<file path="src/rtl/hcie_pkg.sv">
package hcie_pkg;

  localparam int MAX_W = 64;

  // Mask of implemented enable bits: events at the bottom,
  // ownership-change and master at the top, gap reserved.
  function automatic logic [MAX_W-1:0] impl_mask(input int data_w, input int evt_w);
    logic [MAX_W-1:0] m;
    m = '0;
    for (int i = 0; i < evt_w; i++) m[i] = 1'b1;
    m[data_w-1] = 1'b1;
    m[data_w-2] = 1'b1;
    return m;
  endfunction

  typedef struct packed {
    logic set_we;
    logic clr_we;
    logic rd_hit;
    logic rd_miss;
  } bus_strobe_t;

endpackage

</file>
<file path="src/rtl/hcie_bus_decode.sv">
module hcie_bus_decode #(
  parameter int ADDR_W   = 4,
  parameter int SET_WORD = 4,
  parameter int CLR_WORD = 5
) (
  input  logic                 bus_valid,
  input  logic                 bus_write,
  input  logic [ADDR_W-1:0]    bus_addr,
  output hcie_pkg::bus_strobe_t strb
);
  localparam logic [ADDR_W-1:0] SET_A = ADDR_W'(SET_WORD);
  localparam logic [ADDR_W-1:0] CLR_A = ADDR_W'(CLR_WORD);

  logic hit_set, hit_clr;

  always_comb begin
    hit_set      = (bus_addr == SET_A);
    hit_clr      = (bus_addr == CLR_A);
    strb.set_we  = bus_valid &&  bus_write && hit_set;
    strb.clr_we  = bus_valid &&  bus_write && hit_clr;
    strb.rd_hit  = bus_valid && !bus_write && (hit_set || hit_clr);
    strb.rd_miss = bus_valid && !bus_write && !(hit_set || hit_clr);
  end

endmodule

</file>
<file path="src/rtl/hcie_enable_reg.sv">
module hcie_enable_reg #(
  parameter int DATA_W = 32,
  parameter int EVT_W  = 7
) (
  input  logic              clk,
  input  logic              rst,
  input  logic              set_we,
  input  logic              clr_we,
  input  logic [DATA_W-1:0] wdata,
  output logic [DATA_W-1:0] en_q
);
  localparam logic [hcie_pkg::MAX_W-1:0] IMPL_W = hcie_pkg::impl_mask(DATA_W, EVT_W);
  localparam logic [DATA_W-1:0] IMPL = IMPL_W[DATA_W-1:0];

  for (genvar b = 0; b < DATA_W; b++) begin : g_bit
    if (IMPL[b]) begin : g_impl
      logic bit_q;
      always_ff @(posedge clk) begin
        if (rst)                      bit_q <= 1'b0;
        else if (clr_we && wdata[b])  bit_q <= 1'b0;   // clear beats set
        else if (set_we && wdata[b])  bit_q <= 1'b1;
      end
      assign en_q[b] = bit_q;
    end else begin : g_rsvd
      assign en_q[b] = 1'b0;
    end
  end

  // bits written 1 at the set offset are on afterwards
  a_r2_set_takes: assert property (@(posedge clk) disable iff (rst)
    (set_we && !clr_we) |=> ((en_q & $past(wdata & IMPL)) == $past(wdata & IMPL)));

  // the set offset never turns a bit off
  a_r2_set_only: assert property (@(posedge clk) disable iff (rst)
    (set_we && !clr_we) |=> ((en_q & $past(en_q)) == $past(en_q)));

  // bits written 1 at the clear offset are off afterwards
  a_r3_clear_takes: assert property (@(posedge clk) disable iff (rst)
    clr_we |=> ((en_q & $past(wdata)) == '0));

  // bits written 0 at the clear offset are untouched
  a_r3_clear_keeps: assert property (@(posedge clk) disable iff (rst)
    clr_we |=> ((en_q & ~$past(wdata)) == ($past(en_q) & ~$past(wdata))));

  // without a mapped write the mask holds
  a_r5_idle_stable: assert property (@(posedge clk) disable iff (rst)
    (!set_we && !clr_we) |=> $stable(en_q));

endmodule

</file>
<file path="src/rtl/hcie_irq_gate.sv">
module hcie_irq_gate #(
  parameter int DATA_W = 32,
  parameter int EVT_W  = 7
) (
  input  logic              clk,
  input  logic              rst,
  input  logic [DATA_W-1:0] en_q,
  input  logic [EVT_W-1:0]  evt_status,
  input  logic              own_status,
  output logic              irq_out
);
  localparam int MST_BIT = DATA_W - 1;
  localparam int OWN_BIT = DATA_W - 2;

  logic [EVT_W-1:0] evt_live;
  logic             own_live;
  logic             irq_d;

  always_comb begin
    evt_live = evt_status & en_q[EVT_W-1:0];
    own_live = own_status & en_q[OWN_BIT];
    irq_d    = en_q[MST_BIT] & ((|evt_live) | own_live);
  end

  always_ff @(posedge clk) begin
    if (rst) irq_out <= 1'b0;
    else     irq_out <= irq_d;
  end

  // master off blocks the request on the next edge
  a_r7_master_blocks: assert property (@(posedge clk) disable iff (rst)
    !en_q[MST_BIT] |=> !irq_out);

  // enabled ownership change with master on raises the request
  a_r8_own_raises: assert property (@(posedge clk) disable iff (rst)
    (en_q[MST_BIT] && en_q[OWN_BIT] && own_status) |=> irq_out);

  // no status and no ownership change means no request next cycle
  a_r6_quiet_low: assert property (@(posedge clk) disable iff (rst)
    (evt_status == '0 && !own_status) |=> !irq_out);

endmodule

</file>
<file path="src/rtl/hcie_top.sv">
module hcie_top #(
  parameter int DATA_W   = 32,
  parameter int EVT_W    = 7,
  parameter int ADDR_W   = 4,
  parameter int SET_WORD = 4,
  parameter int CLR_WORD = 5
) (
  input  logic              clk,
  input  logic              rst,
  input  logic              bus_valid,
  input  logic              bus_write,
  input  logic [ADDR_W-1:0] bus_addr,
  input  logic [DATA_W-1:0] bus_wdata,
  output logic [DATA_W-1:0] bus_rdata,
  input  logic [EVT_W-1:0]  evt_status,
  input  logic              own_status,
  output logic              irq_out
);
  hcie_pkg::bus_strobe_t strb;
  logic [DATA_W-1:0]     en_q;

  hcie_bus_decode #(
    .ADDR_W(ADDR_W), .SET_WORD(SET_WORD), .CLR_WORD(CLR_WORD)
  ) u_dec (
    .bus_valid(bus_valid), .bus_write(bus_write), .bus_addr(bus_addr), .strb(strb)
  );

  hcie_enable_reg #(.DATA_W(DATA_W), .EVT_W(EVT_W)) u_en (
    .clk(clk), .rst(rst), .set_we(strb.set_we), .clr_we(strb.clr_we),
    .wdata(bus_wdata), .en_q(en_q)
  );

  hcie_irq_gate #(.DATA_W(DATA_W), .EVT_W(EVT_W)) u_gate (
    .clk(clk), .rst(rst), .en_q(en_q), .evt_status(evt_status),
    .own_status(own_status), .irq_out(irq_out)
  );

  always_ff @(posedge clk) begin
    if (rst)               bus_rdata <= '0;
    else if (strb.rd_hit)  bus_rdata <= en_q;
    else if (strb.rd_miss) bus_rdata <= '0;
  end

  // a read at an unmapped address returns 0
  a_r5_miss_zero: assert property (@(posedge clk) disable iff (rst)
    strb.rd_miss |=> (bus_rdata == '0));

  // without a read the data register holds
  a_r5_rdata_hold: assert property (@(posedge clk) disable iff (rst)
    !(bus_valid && !bus_write) |=> $stable(bus_rdata));

endmodule

</file>
<file path="config.mk">
export PLATFORM = sky130hd
export DESIGN_NAME = hcie_top
export DESIGN_NICKNAME = d
export VERILOG_FILES = /design/src/rtl/hcie_pkg.sv /design/src/rtl/hcie_bus_decode.sv /design/src/rtl/hcie_enable_reg.sv /design/src/rtl/hcie_irq_gate.sv /design/src/rtl/hcie_top.sv
export SDC_FILE = /design/constraint.sdc
export NUM_CORES = 1
export LEC_CHECK = 0
export CAP_MARGIN = 20
export CORE_MARGIN = 3
export CORE_UTILIZATION = 29
export CTS_BUF_LIST = sky130_fd_sc_hd__clkbuf_8 sky130_fd_sc_hd__clkbuf_16
export DETAILED_ROUTE_END_ITERATION = 6
export PLACE_DENSITY_LB_ADDON = 0.3
export SLEW_MARGIN = 20
export SYNTH_ARGS = -nofsm -noshare
export SYNTH_HDL_FRONTEND = slang
export SYNTH_SLANG_ARGS = --single-unit
</file>
<file path="constraint.sdc">
create_clock -name clk -period 1.3 [get_ports clk]
set_input_delay 0.39 -clock clk [delete_from_list [all_inputs] [get_ports clk]]
set_output_delay 0.39 -clock clk [all_outputs]
set_load 0.05 [all_outputs]
</file>
==> qor.csv <==
stage,metric,value,unit
routing,initial DRC count,30,
clock_network,total CTS buffers,3,
synthesis,Synth top cells by count,"buf_4, dfxtp_1",
finish,register area,380.4,sq um
floorplanning,Starting Density,31.99,%
clock_network,CTS H-tree depth,1,
grt,gr ovfl total,0,
synthesis,Simple-Gate Fraction of Synth Area,9.524,%
synthesis,top cell type's share of synthesized area,37.12,%
floorplanning,Die Y,65.45,um
sta,fin crit period,1.241,ns
finish,Filler Cell Count,311,
placed_design,Post-DP Area,1515,sq um
floorplanning,die width,65.45,um
floorplanning,DIE AREA,4283,sq um
synthesis,Synth area leaders,"dfxtp_1, buf_4, a311oi_2, a32oi_1, a31oi_1",
synthesis,Post-Synthesis Cells,99,
power,maximum VDD drop,333.5,uV
worst_setup_path,reg2reg path depth,3,
grt,largest net degree at the start of global routing,20,
power,Switching Power,0.4333,mW
finish,Final Core Density,51.41,%
worst_setup_path,Crit. End Element,flip-flop,
grt,global-route wire length before repair,4.229,mm
synthesis,Post-Syn Area,1025,sq um
sta,clk_skew,0.001753,ns
floorplanning,# IOs,81,
routing,Final ANT Viol Nets,0,
worst_setup_path,Worst path max stage delay,0.32,ns
floorplanning,core area,3203,sq um
routing,Pre-antenna DRT Iters,4,
synthesis,synthesized area divided by synthesized cell count,10.35,sq um
routing,routed len/inst,13.85,um
worst_setup_path,CP max-delay cell,and4bb_1,
finish,ANT cells,0,
grt,GRT Overall Usage,12.86,%
clock_network,CTS Sinks,19,
worst_setup_path,R2R Path End,u_gate.irq_out,
worst_setup_path,RR Startpoint,u_en.g_bit[3].g_impl.bit_q,
clock_network,clock latency on the worst-skew pair,0.26,ns
synthesis,Adder-Cell Fraction of Synth Area,0,%
job,Max-Cap Viols,0,
sta,WHS,0.4628,ns
power,clock power share,31.0,%
synthesis,dominant synthesized flop cell,dfxtp_1,
synthesis,part of the Yosys area used for sequential elements,37.12,%
finish,share of cells above drive strength 1,36.42,%
worst_hold_path,worst min path class,reg2reg,
sta,worst setup slack after layout,0.05869,ns
worst_setup_path,crit path DAT,1.42,ns
synthesis,Ys Warns,0,
synthesis,Synth Area in XOR/XNOR,0,%
worst_setup_path,critical-path maximum fanout,4,
synthesis,post-synthesis mux area share,0,%
worst_setup_path,CP Capture Point,u_en.g_bit[3].g_impl.bit_q,
placed_design,Place WS,-0.4570,ns
synthesis,"FFs w/ async S/R, synth",0,%
synthesis,largest family of logic cells by synthesized area,compound AO/OA/AOI/OAI gates,
grt,vias in the first global route,924,
clock_network,CTS tree,built,
synthesis,Post-synth EDFFs,0,
sta,fin crit share,95.49,%
clock_network,Clock Tree Buf Depth,2,
worst_setup_path,WS Path Type,in2reg,
grt,initial antenna violation count,0,
power,Lkg Pwr,0.6425,nW
worst_setup_path,crit start category,input pin,
synthesis,Yosys top cell by area,dfxtp_1,
routing,routed via count,930,
power,Cell Pwr Density,821.2,nW/um^2
floorplanning,Rows,20,
placed_design,routability cong.,0.8110,
placed_design,I/O Buffers,34,
synthesis,compound-cell area share of the yosys netlist,30.40,%
finish,Total Nets Final,200,
worst_setup_path,flop2flop setup slack,0.28,ns
power,Comb pwr share,25.7,%
clock_network,clock root buffer master,clkbuf_8,
power,switch share,32.04,%
sta,Slew Limit Fails,0,
synthesis,"count leader, synth",buf_4,
sta,endpoints failing setup,0,
worst_setup_path,worst path required time,1.48,ns
finish,"Design Area, Final",1647,sq um
routing,Vias/cell,4.769,
synthesis,flop and latch count out of synthesis,19,
placed_design,Post-DP HPWL,1.976,mm
finish,Layout area overhead,60.68,%
routing,DRC Markers,0,
run_status,status,completed,
sta,endpoints failing hold,0,
clock_network,clock slew at reported path FFs,0.07,ns
power,Power Internal,0.9189,mW
routing,total routed wirelength,2.701,mm
sta,fmax,805.6,MHz
clock_network,Hold Buf Count CTS,0,
worst_setup_path,CP Launch Point,bus_addr[1],
sta,RSZ-0062 raised after global routing,no,
worst_setup_path,crit-path cells,dlygate4sd2_1 -> and4bb_1 -> buf_6 -> a31oi_2 -> a311oi_2,
finish,area of the multi-input gates,531.8,sq um
power,part of the power in registers,43.3,%
synthesis,Yosys cell types,22,
cell families after synthesis:
family | after synthesis
AOI/OAI and AO/OA | 32
DFF | 19
and+or+nand+nor | 15
buffers and inverters | 32
other | 1
metal layers:
| layer | track usage [%] | share of wire, % | wire, um |
|---|---|---|---|
| met1 | 14.51 | 38 | 1027 |
| met2 | 22.12 | 51 | 1373 |
| met3 | 4.103 | 8.6 | 233 |
| met4 | 5.440 | 2.4 | 66 |
| met5 | 0 | 0 | 0 |
per-stage QoR:
stage / power (mW) / TNS, ns / std cells
after floorplan: 0.8546 / 0 / 121
after global placement: 0.9214 / -6.398 / 185
after detailed placement: 0.9266 / -7.454 / 185
after CTS: 1.351 / 0 / 195
after global routing: 1.403 / 0 / 195
final: 1.352 / 0 / 195
cell type report:
class / instances / share of cell area [%]
clock inverter: 1 / 0.3040
multi-input combinational: 70 / 32.29
tap: 44 / 3.343
inverter: 1 / 0.2280
clock buffer: 3 / 2.508
sequential: 19 / 23.10
timing repair buffer: 57 / 38.22
registers in the layout (all words and copies together), names as in the netlist:
signal                   flops
u_gate.irq_out               1
bus_rdata                    9
u_en.g_bit.g_impl.bit_q      9
cells in the final DEF, fill, tap and decap left out:
master and count:
conb_1 23, dfxtp_1 19, buf_4 19, clkdlybuf4s50_1 18
buf_12 11, a311oi_2 9, a32oi_1 9, nor2_1 9
a31oi_1 6, dlygate4sd2_1 6, a31oi_2 3, clkbuf_8 3
buf_6 3, nor2b_4 2, a22oi_1 2, and3_4 1
and4bb_1 1, a22o_1 1, a221oi_2 1, inv_1 1
a311oi_1 1, nor3b_2 1, or2b_4 1, clkinv_2 1
worst min path at each step:
stage                                 from        endpoint  cells after the start
6_report       u_en.g_bit[31].g_impl.bit_q  u_gate.irq_out                      2
4_1_cts        u_en.g_bit[31].g_impl.bit_q  u_gate.irq_out                      2
2_1_floorplan  u_en.g_bit[31].g_impl.bit_q  u_gate.irq_out                      2
3_5_place_dp   u_en.g_bit[31].g_impl.bit_q  u_gate.irq_out                      2
5_1_grt        u_en.g_bit[31].g_impl.bit_q  u_gate.irq_out                      2
3_3_place_gp   u_en.g_bit[31].g_impl.bit_q  u_gate.irq_out                      2
what timing repair did:
action | CTS | global route
setup buffers | 4 | 0
gates resized for setup | 18 | 0
endpoints found under the setup margin | 19 | 0
power by group through the flow:
stage          Sequential (mW)  Clock [mW]  Combinational (mW)
2_1_floorplan            0.599           0               0.256
3_3_place_gp             0.599           0               0.322
3_5_place_dp             0.599           0               0.327
4_1_cts                  0.586       0.420               0.345
5_1_grt                  0.586       0.452               0.365
6_report                 0.586       0.419               0.348
critical path: cells and delay by family:
kind	cells	cell delay, ns
buffers and inverters	2	0.38
AOI/OAI and AO/OA	2	0.33
and+or+nand+nor	1	0.32
(Power assumes the default switching activity.)
